## src/rtl/cla_pkg.sv

```systemverilog
package cla_pkg;
   localparam int MAX_SPAN = 64;

   // AND of p[lo..hi]; empty range yields 1
   function automatic logic span_and(input logic [MAX_SPAN-1:0] p, input int lo, input int hi);
      logic r;
      r = 1'b1;
      for (int k = 0; k < MAX_SPAN; k++) begin
         if (k >= lo && k <= hi) r = r & p[k];
      end
      return r;
   endfunction

   // Sum-of-products lookahead carry out of position 'top'
   function automatic logic la_carry(input logic [MAX_SPAN-1:0] g,
                                     input logic [MAX_SPAN-1:0] p,
                                     input logic cin, input int top);
      logic acc;
      acc = cin & span_and(p, 0, top);
      for (int j = 0; j < MAX_SPAN; j++) begin
         if (j <= top) acc = acc | (g[j] & span_and(p, j + 1, top));
      end
      return acc;
   endfunction
endpackage

```

## src/rtl/cla_carry_net.sv

```systemverilog
module cla_carry_net
   import cla_pkg::*;
#(
   parameter int SPAN = 4
) (
   input  logic [SPAN-1:0] gen_i,
   input  logic [SPAN-1:0] prop_i,
   input  logic            cin_i,
   output logic [SPAN:0]   carry_o,
   output logic            blk_gen_o,
   output logic            blk_prop_o
);
   localparam int LAST = SPAN - 1;

   if (SPAN < 1 || SPAN > MAX_SPAN) begin : g_bad_span
      $error("cla_carry_net: SPAN out of range");
   end

   logic [MAX_SPAN-1:0] g_ext, p_ext;
   assign g_ext = MAX_SPAN'(gen_i);
   assign p_ext = MAX_SPAN'(prop_i);

   assign carry_o[0] = cin_i;
   for (genvar i = 0; i < SPAN; i++) begin : g_carry
      always_comb carry_o[i+1] = la_carry(g_ext, p_ext, cin_i, i);
   end

   always_comb blk_gen_o  = la_carry(g_ext, p_ext, 1'b0, LAST);
   always_comb blk_prop_o = span_and(p_ext, 0, LAST);

   // the top carry must agree with block generate/propagate
   always_comb begin
      assert_blk_carry_R4: assert (carry_o[SPAN] == (blk_gen_o | (blk_prop_o & cin_i)))
         else $error("carry net top carry disagrees with block gen/prop");
   end
endmodule

```

## src/rtl/cla_group.sv

```systemverilog
module cla_group #(
   parameter int GW = 4
) (
   input  logic [GW-1:0] a_i,
   input  logic [GW-1:0] b_i,
   input  logic          cin_i,
   output logic [GW-1:0] sum_o,
   output logic          grp_gen_o,
   output logic          grp_prop_o
);
   if (GW < 1) begin : g_bad_gw
      $error("cla_group: GW must be positive");
   end

   logic [GW-1:0] bit_gen, bit_prop;
   logic [GW:0]   carry;

   always_comb begin
      bit_gen  = a_i & b_i;
      bit_prop = a_i | b_i;
   end

   cla_carry_net #(.SPAN(GW)) u_net (
      .gen_i     (bit_gen),
      .prop_i    (bit_prop),
      .cin_i     (cin_i),
      .carry_o   (carry),
      .blk_gen_o (grp_gen_o),
      .blk_prop_o(grp_prop_o)
   );

   always_comb sum_o = a_i ^ b_i ^ carry[GW-1:0];

   // group generate equals the overflow seen with zero carry-in
   always_comb begin
      if (!cin_i) begin
         assert_grp_gen_R7: assert (grp_gen_o == carry[GW])
            else $error("group generate mismatch");
      end
      assert_grp_prop_R7: assert (grp_prop_o == (&(a_i | b_i)))
         else $error("group propagate mismatch");
   end
endmodule

```

## src/rtl/cla_section_addsub.sv

```systemverilog
module cla_section_addsub #(
   parameter int GROUP_W    = 4,
   parameter int NUM_GROUPS = 4,
   parameter bit RIPPLE_GRP = 1'b0,
   localparam int WIDTH     = GROUP_W * NUM_GROUPS
) (
   input  logic [WIDTH-1:0] x_i,
   input  logic [WIDTH-1:0] y_i,
   input  logic             sub_i,
   input  logic             cin_i,
   output logic [WIDTH-1:0] sum_o,
   output logic             cout_o,
   output logic             sect_gen_o,
   output logic             sect_prop_o
);
   if (GROUP_W < 1 || NUM_GROUPS < 1) begin : g_bad_cfg
      $error("cla_section_addsub: sizes must be positive");
   end

   logic [WIDTH-1:0]      y_eff;
   logic                  c0;
   logic [NUM_GROUPS-1:0] grp_gen, grp_prop;
   logic [NUM_GROUPS:0]   grp_cin;

   always_comb begin
      y_eff = y_i ^ {WIDTH{sub_i}};
      c0    = cin_i ^ sub_i;
   end

   for (genvar k = 0; k < NUM_GROUPS; k++) begin : g_grp
      cla_group #(.GW(GROUP_W)) u_grp (
         .a_i       (x_i  [k*GROUP_W +: GROUP_W]),
         .b_i       (y_eff[k*GROUP_W +: GROUP_W]),
         .cin_i     (grp_cin[k]),
         .sum_o     (sum_o[k*GROUP_W +: GROUP_W]),
         .grp_gen_o (grp_gen[k]),
         .grp_prop_o(grp_prop[k])
      );
   end

   if (RIPPLE_GRP) begin : g_ripple
      assign grp_cin[0] = c0;
      for (genvar k = 0; k < NUM_GROUPS; k++) begin : g_link
         assign grp_cin[k+1] = grp_gen[k] | (grp_prop[k] & grp_cin[k]);
      end
      always_comb sect_gen_o  = cla_pkg::la_carry(cla_pkg::MAX_SPAN'(grp_gen),
                                                  cla_pkg::MAX_SPAN'(grp_prop), 1'b0, NUM_GROUPS - 1);
      always_comb sect_prop_o = &grp_prop;
   end else begin : g_lookahead
      cla_carry_net #(.SPAN(NUM_GROUPS)) u_lcu (
         .gen_i     (grp_gen),
         .prop_i    (grp_prop),
         .cin_i     (c0),
         .carry_o   (grp_cin),
         .blk_gen_o (sect_gen_o),
         .blk_prop_o(sect_prop_o)
      );
   end

   always_comb cout_o = sect_gen_o | (sect_prop_o & c0);

   // each group's carry-in matches the carry-out of the group below
   // carry out agrees with the carry unit's final carry
   always_comb begin
      for (int k = 0; k < NUM_GROUPS; k++) begin
         assert_grp_link_R6: assert (grp_cin[k+1] == (grp_gen[k] | (grp_prop[k] & grp_cin[k])))
            else $error("group carry-in %0d inconsistent", k + 1);
      end
      assert_cout_R4: assert (cout_o == grp_cin[NUM_GROUPS])
         else $error("carry out disagrees with final group carry");
      assert_cin_R2: assert (grp_cin[0] == (cin_i ^ sub_i))
         else $error("forced carry wrong for mode");
   end
endmodule

```

## config.mk

```make
export PLATFORM = sky130hd
export DESIGN_NAME = cla_section_addsub
export DESIGN_NICKNAME = d
export VERILOG_FILES = /design/src/rtl/cla_pkg.sv /design/src/rtl/cla_carry_net.sv /design/src/rtl/cla_group.sv /design/src/rtl/cla_section_addsub.sv
export SDC_FILE = /design/constraint.sdc
export NUM_CORES = 1
export LEC_CHECK = 0
export ABC_AREA = 1
export BUFFER_PORTS_ARGS = -buffer_cell sky130_fd_sc_hd__buf_2
export CAP_MARGIN = 30
export CORE_MARGIN = 10
export CORE_UTILIZATION = 55
export DETAILED_ROUTE_END_ITERATION = 16
export GPL_TIMING_DRIVEN = 0
export PLACE_DENSITY = 0.95
export SLEW_MARGIN = 0
export SYNTH_ARGS = -nofsm -noshare
export SYNTH_HDL_FRONTEND = slang
export SYNTH_SLANG_ARGS = --single-unit
```

## constraint.sdc

```tcl
create_clock -name vclk -period 4.9
set_clock_uncertainty 0.2 [all_clocks]
set_input_delay 0.49 -clock vclk [all_inputs]
set_output_delay 0.49 -clock vclk [all_outputs]
set_load 0.02 [all_outputs]
```

Word-level counts from Yosys, hierarchy flattened

Index checks and enable logic that the tools add are counted.

Magnitude comparators: 0
Reductions and logical operators: 0
Multiplexer cells: 0
Eq/ne operators: 0
Multiply operators: 0
Bitwise operators: 140
Div/mod/pow operators: 0
Shift operators: 0
$add $sub $neg: 0

Operators by type and width:

| cell             | count |
|---|---|
| $and A1 B1 Y1    | 76 |
| $or A1 B1 Y1     | 46 |
| $xor A4 B4 Y4    | 8 |
| $and A4 B4 Y4    | 4 |
| $or A4 B4 Y4     | 4 |
| $xor A16 B16 Y16 | 1 |
| $xor A1 B1 Y1    | 1 |

Bits in read-only memories: 0
Output and inout bits: 19
Bits in writable memories: 0
Flip-flop bits (word level): 0
Bits of input ports: 34
Memories: 0
Latch bits: 0
Word-level logic and storage cells: 140

Depth between registers and ports, before layout

Depth in word-level cells: 17
Depth in mapped cells: 18

Modules after synthesis

From an unflattened synthesis, not the netlist that was laid out.

Cells, all modules: 286
Area total of the unflattened synthesis: 1567.8 um2

By module, submodules not included:

| module             | sequential area each (um2) | area each (um2) | times used | cells an instance |
|---|---|---|---|---|
| cla_group          | 0.0                        | 220.2           | 4          | 40 |
| cla_carry_net      | 0.0                        | 96.3            | 5          | 20 |
| cla_section_addsub | 0.0                        | 205.2           | 1          | 26 |

Worst setup path before layout

OpenSTA, ideal clock, no wires.

Path type: input to output
From: in sub_i
To: out sum_o[13]
Arrival time: 2726 ps
Data required time: 4210 ps
Slack: 1484 ps
Stages: 15
Cell sequence: buf_6 buf_2 xor2_1 inv_1 ha_1 nor2_1 nand2_1 nand2_1 inv_1 nand2_2 nand2_1 nand2_2 inv_1 fa_1 xnor2_1

Cells in the longest elaborated chain, start to end: 15
Elaborated cells on any way between the ends: 59

Ends and longest elaborated chain:

| what                       | line                     | text |
|---|---|---|
| start: declaration         | cla_section_addsub.sv:9  | `input logic sub_i,` |
| $xor A16 B16 Y16           | cla_section_addsub.sv:26 | `y_eff = y_i ^ {WIDTH{sub_i}};` |
| $or A4 B4 Y4               | cla_group.sv:20          | `bit_prop = a_i \| b_i;` |
| $and A1 B1 Y1 (2 in a row) | cla_pkg.sv:9             | `if (k >= lo && k <= hi) r = r & p[k];` |
| $and A1 B1 Y1              | cla_pkg.sv:21            | `if (j <= top) acc = acc \| (g[j] & span_and(p, j + 1, top));` |
| $or A1 B1 Y1 (3 in a row)  | cla_pkg.sv:21            |  |
| $and A1 B1 Y1              | cla_pkg.sv:21            |  |
| $or A1 B1 Y1 (3 in a row)  | cla_pkg.sv:21            |  |
| $and A1 B1 Y1              | cla_pkg.sv:19            | `acc = cin & span_and(p, 0, top);` |
| $or A1 B1 Y1               | cla_pkg.sv:21            |  |
| $xor A4 B4 Y4 *            | cla_group.sv:32          | `always_comb sum_o = a_i ^ b_i ^ carry[GW-1:0];` |
| end: declaration           | cla_section_addsub.sv:11 | `output logic [WIDTH-1:0] sum_o,` |

Every way passes the cells marked *; elsewhere a longest branch is shown, timed or not.

Worst setup path after layout

Same ends and word-level chain as after synthesis.

==> results.yml <==
run_status:
  outcome: "complete, no violations"
global_route:
  use_met1_pct: 14.31
  track_usage_pct: 12.14
  grt_pass1_wl_um: 4843
  grt_pass1_vias: 1242
  gr-max-usage-layer: "met2"
  met3_usage_pct: 1.449
  grtUsageMet2_pct: 23.17
  grt_start_max_net_pins: 11
  antenna_found_initial: 0
  overflow: 0
power_and_ir_drop:
  ir_drop_mv: 0.1101
  leakage_nw: 1.065
  powerDensity_nw_per_um2: 176.4
  power_mw: 0.2838
setup_path:
  cp-end-kind: "output port"
  setup.worst_path.start_class: "input port"
  crit_slowest_cell: "fa_1"
  critical_path_buf_inv_count: 5
  required_ns: 4.21
  cp_top_family: "buffers and inverters"
  worstSetupPathType: "input port to output port"
  crit_path_cell_trace: "buf_6 -> buf_2 -> xor2_1 -> inv_1 -> ha_1 -> nor2_1 -> nand2_1 -> nor2_1 -> nand2_1 -> nand2_2 -> inv_1 -> fa_1 -> xnor2_1 -> buf_2"
  slowest_delay_ns: 0.40
  path_max_fanout: 10
  crit_arrival_ns: 2.94
sta:
  max_freq_ghz: 0.2758
  fin_crit_ns: 3.626
  setup_viol: 0
  worst_pin_slew_ns: 0.3529
  slew_violations: 0
  rsz0062_at_grt: "no"
  relSlewSlack_pct: 76.39
  finalHoldWorstSlack_ns: 1.250
  finalHoldViolations: 0
  fin_crit_sh_pct: 73.99
  tns_ns: 0
cells_and_area:
  clock_buffers: 0
  instances_no_fill: 283
  area_delta_synth_final_pct: 22.48
  final_util_pct: 72.04
  n_antenna_cell: 0
  register_area_um2: 0
  layout.nets: 327
  layout-drive-gt1-share_pct: 23.14
  design.seq.count: 0
routing:
  vias: 1298
  drc: 0
  ant_nets: 0
  first_pass_iters: 4
  routedWlPerCell_um: 10.52
  routed_wl_um: 2978
  initialDrtViolationCount: 48
  viasPerCell: 4.587
floorplan:
  io_pins: 53
  coreArea_um2: 2233
  die_h_um: 68.88
  die_w_um: 68.88
  die_area_um2: 4744
  row_count: 17
  start_util_pct: 58.82
hold_path:
  min_path_type: "input port to output port"
clock_tree:
  ctsHoldBuffers: 0
  post_cts_buffers: 0
  cts_resized: 0
synthesis:
  synth_compound_area_share_pct: 2.667
  yosysTopAreaCellShare_pct: 30.48
  synth_seq_area_share_pct: 0
  synth-simple-area-share_pct: 24.29
  synth_area_um2: 1314
  synthMuxAreaShare_pct: 0
  synth_commonest_cells: "inv_1, nand2_1, ha_1, nor2_1, xor2_1"
  yosys_warnings: 0
  synth_fp_nets: 273
  synth_area_leader_cell: "ha_1"
  synth_xor_area_share_pct: 18.10
  synthAdderAreaFrac_pct: 36.57
  synth_cell_types: 21
  synth_top_family_by_area: "adder cells"
  syn_inst: 203
  syn_avg_cell_area_um2: 6.472
  netlist_top_cells_area: "ha_1, inv_1, xor2_1, nand2_1, fa_1"
  yosysMostFrequentCell: "inv_1"
run:
  maxCapViolations: 0
placement:
  gp_congestion: 0.8240
  port_buffers: 52
  hpwl_um: 2789
  dp_cells: 283
==> tightest hold or removal path, cell delays in order <==
cell	delay [ns]
buf_2	0.12
fa_1	0.18
buf_2	0.17
==> logic make-up after synthesis <==
| family | after synthesis |
|---|---|
| xor gates and xnor gates | 25 |
| and+or+nand+nor | 74 |
| buffers and inverters | 62 |
| adders and majority gates | 36 |
| AOI/OAI and AO/OA | 6 |
==> metrics by stage <==
step           setup slack, ns  area, um2
3_5_place_dp             1.268       1609
4_1_cts                  1.255       1609
3_3_place_gp             1.338       1609
5_1_grt                 0.9684       1609
6_report                 1.274       1609
2_1_floorplan            1.484       1314
==> path summary, 6_finish.rpt <==
check / from / end / slack [ns] / depth (start not counted)
worst max-delay path: sub_i / sum_o[13] / 1.27 / 14
worst min-delay path: x_i[8] / sum_o[8] / 1.25 / 3
==> per-layer routing <==
metal	share of wire, %	wire length [um]
met3	6.0	179
met1	41	1223
met2	52	1537
met5	0	0
met4	1.2	36
==> cells in the final DEF, fill, tap and decap left out, drive strengths merged, types with 3 or more instances in the layout <==
| cell type | count |
|---|---|
| inv | 60 |
| buf | 54 |
| nand2 | 40 |
| ha | 32 |
| xor2 | 18 |
| nor2 | 17 |
| nand3 | 10 |
| xnor2 | 7 |
| fa | 4 |
| nand4 | 3 |
| nor3 | 3 |
| o21ai | 3 |
==> report_power, final <==
| part | leakage, nW | switching [mW] | internal [mW] |
|---|---|---|---|
| registers | 0 | 0 | 0 |
| logic | 1.07 | 0.178 | 0.106 |
| clock network | 0 | 0 | 0 |
==> layout make-up <==
class | count | area, um2
plain buffers | 2 | 16.27
fillers | 216 | 624.3
inverters | 60 | 225.2
multi-input cells | 141 | 1072
well taps | 28 | 35.03
repair buffers | 52 | 260.3
Note: power is estimated with default switching activity, not from simulation.
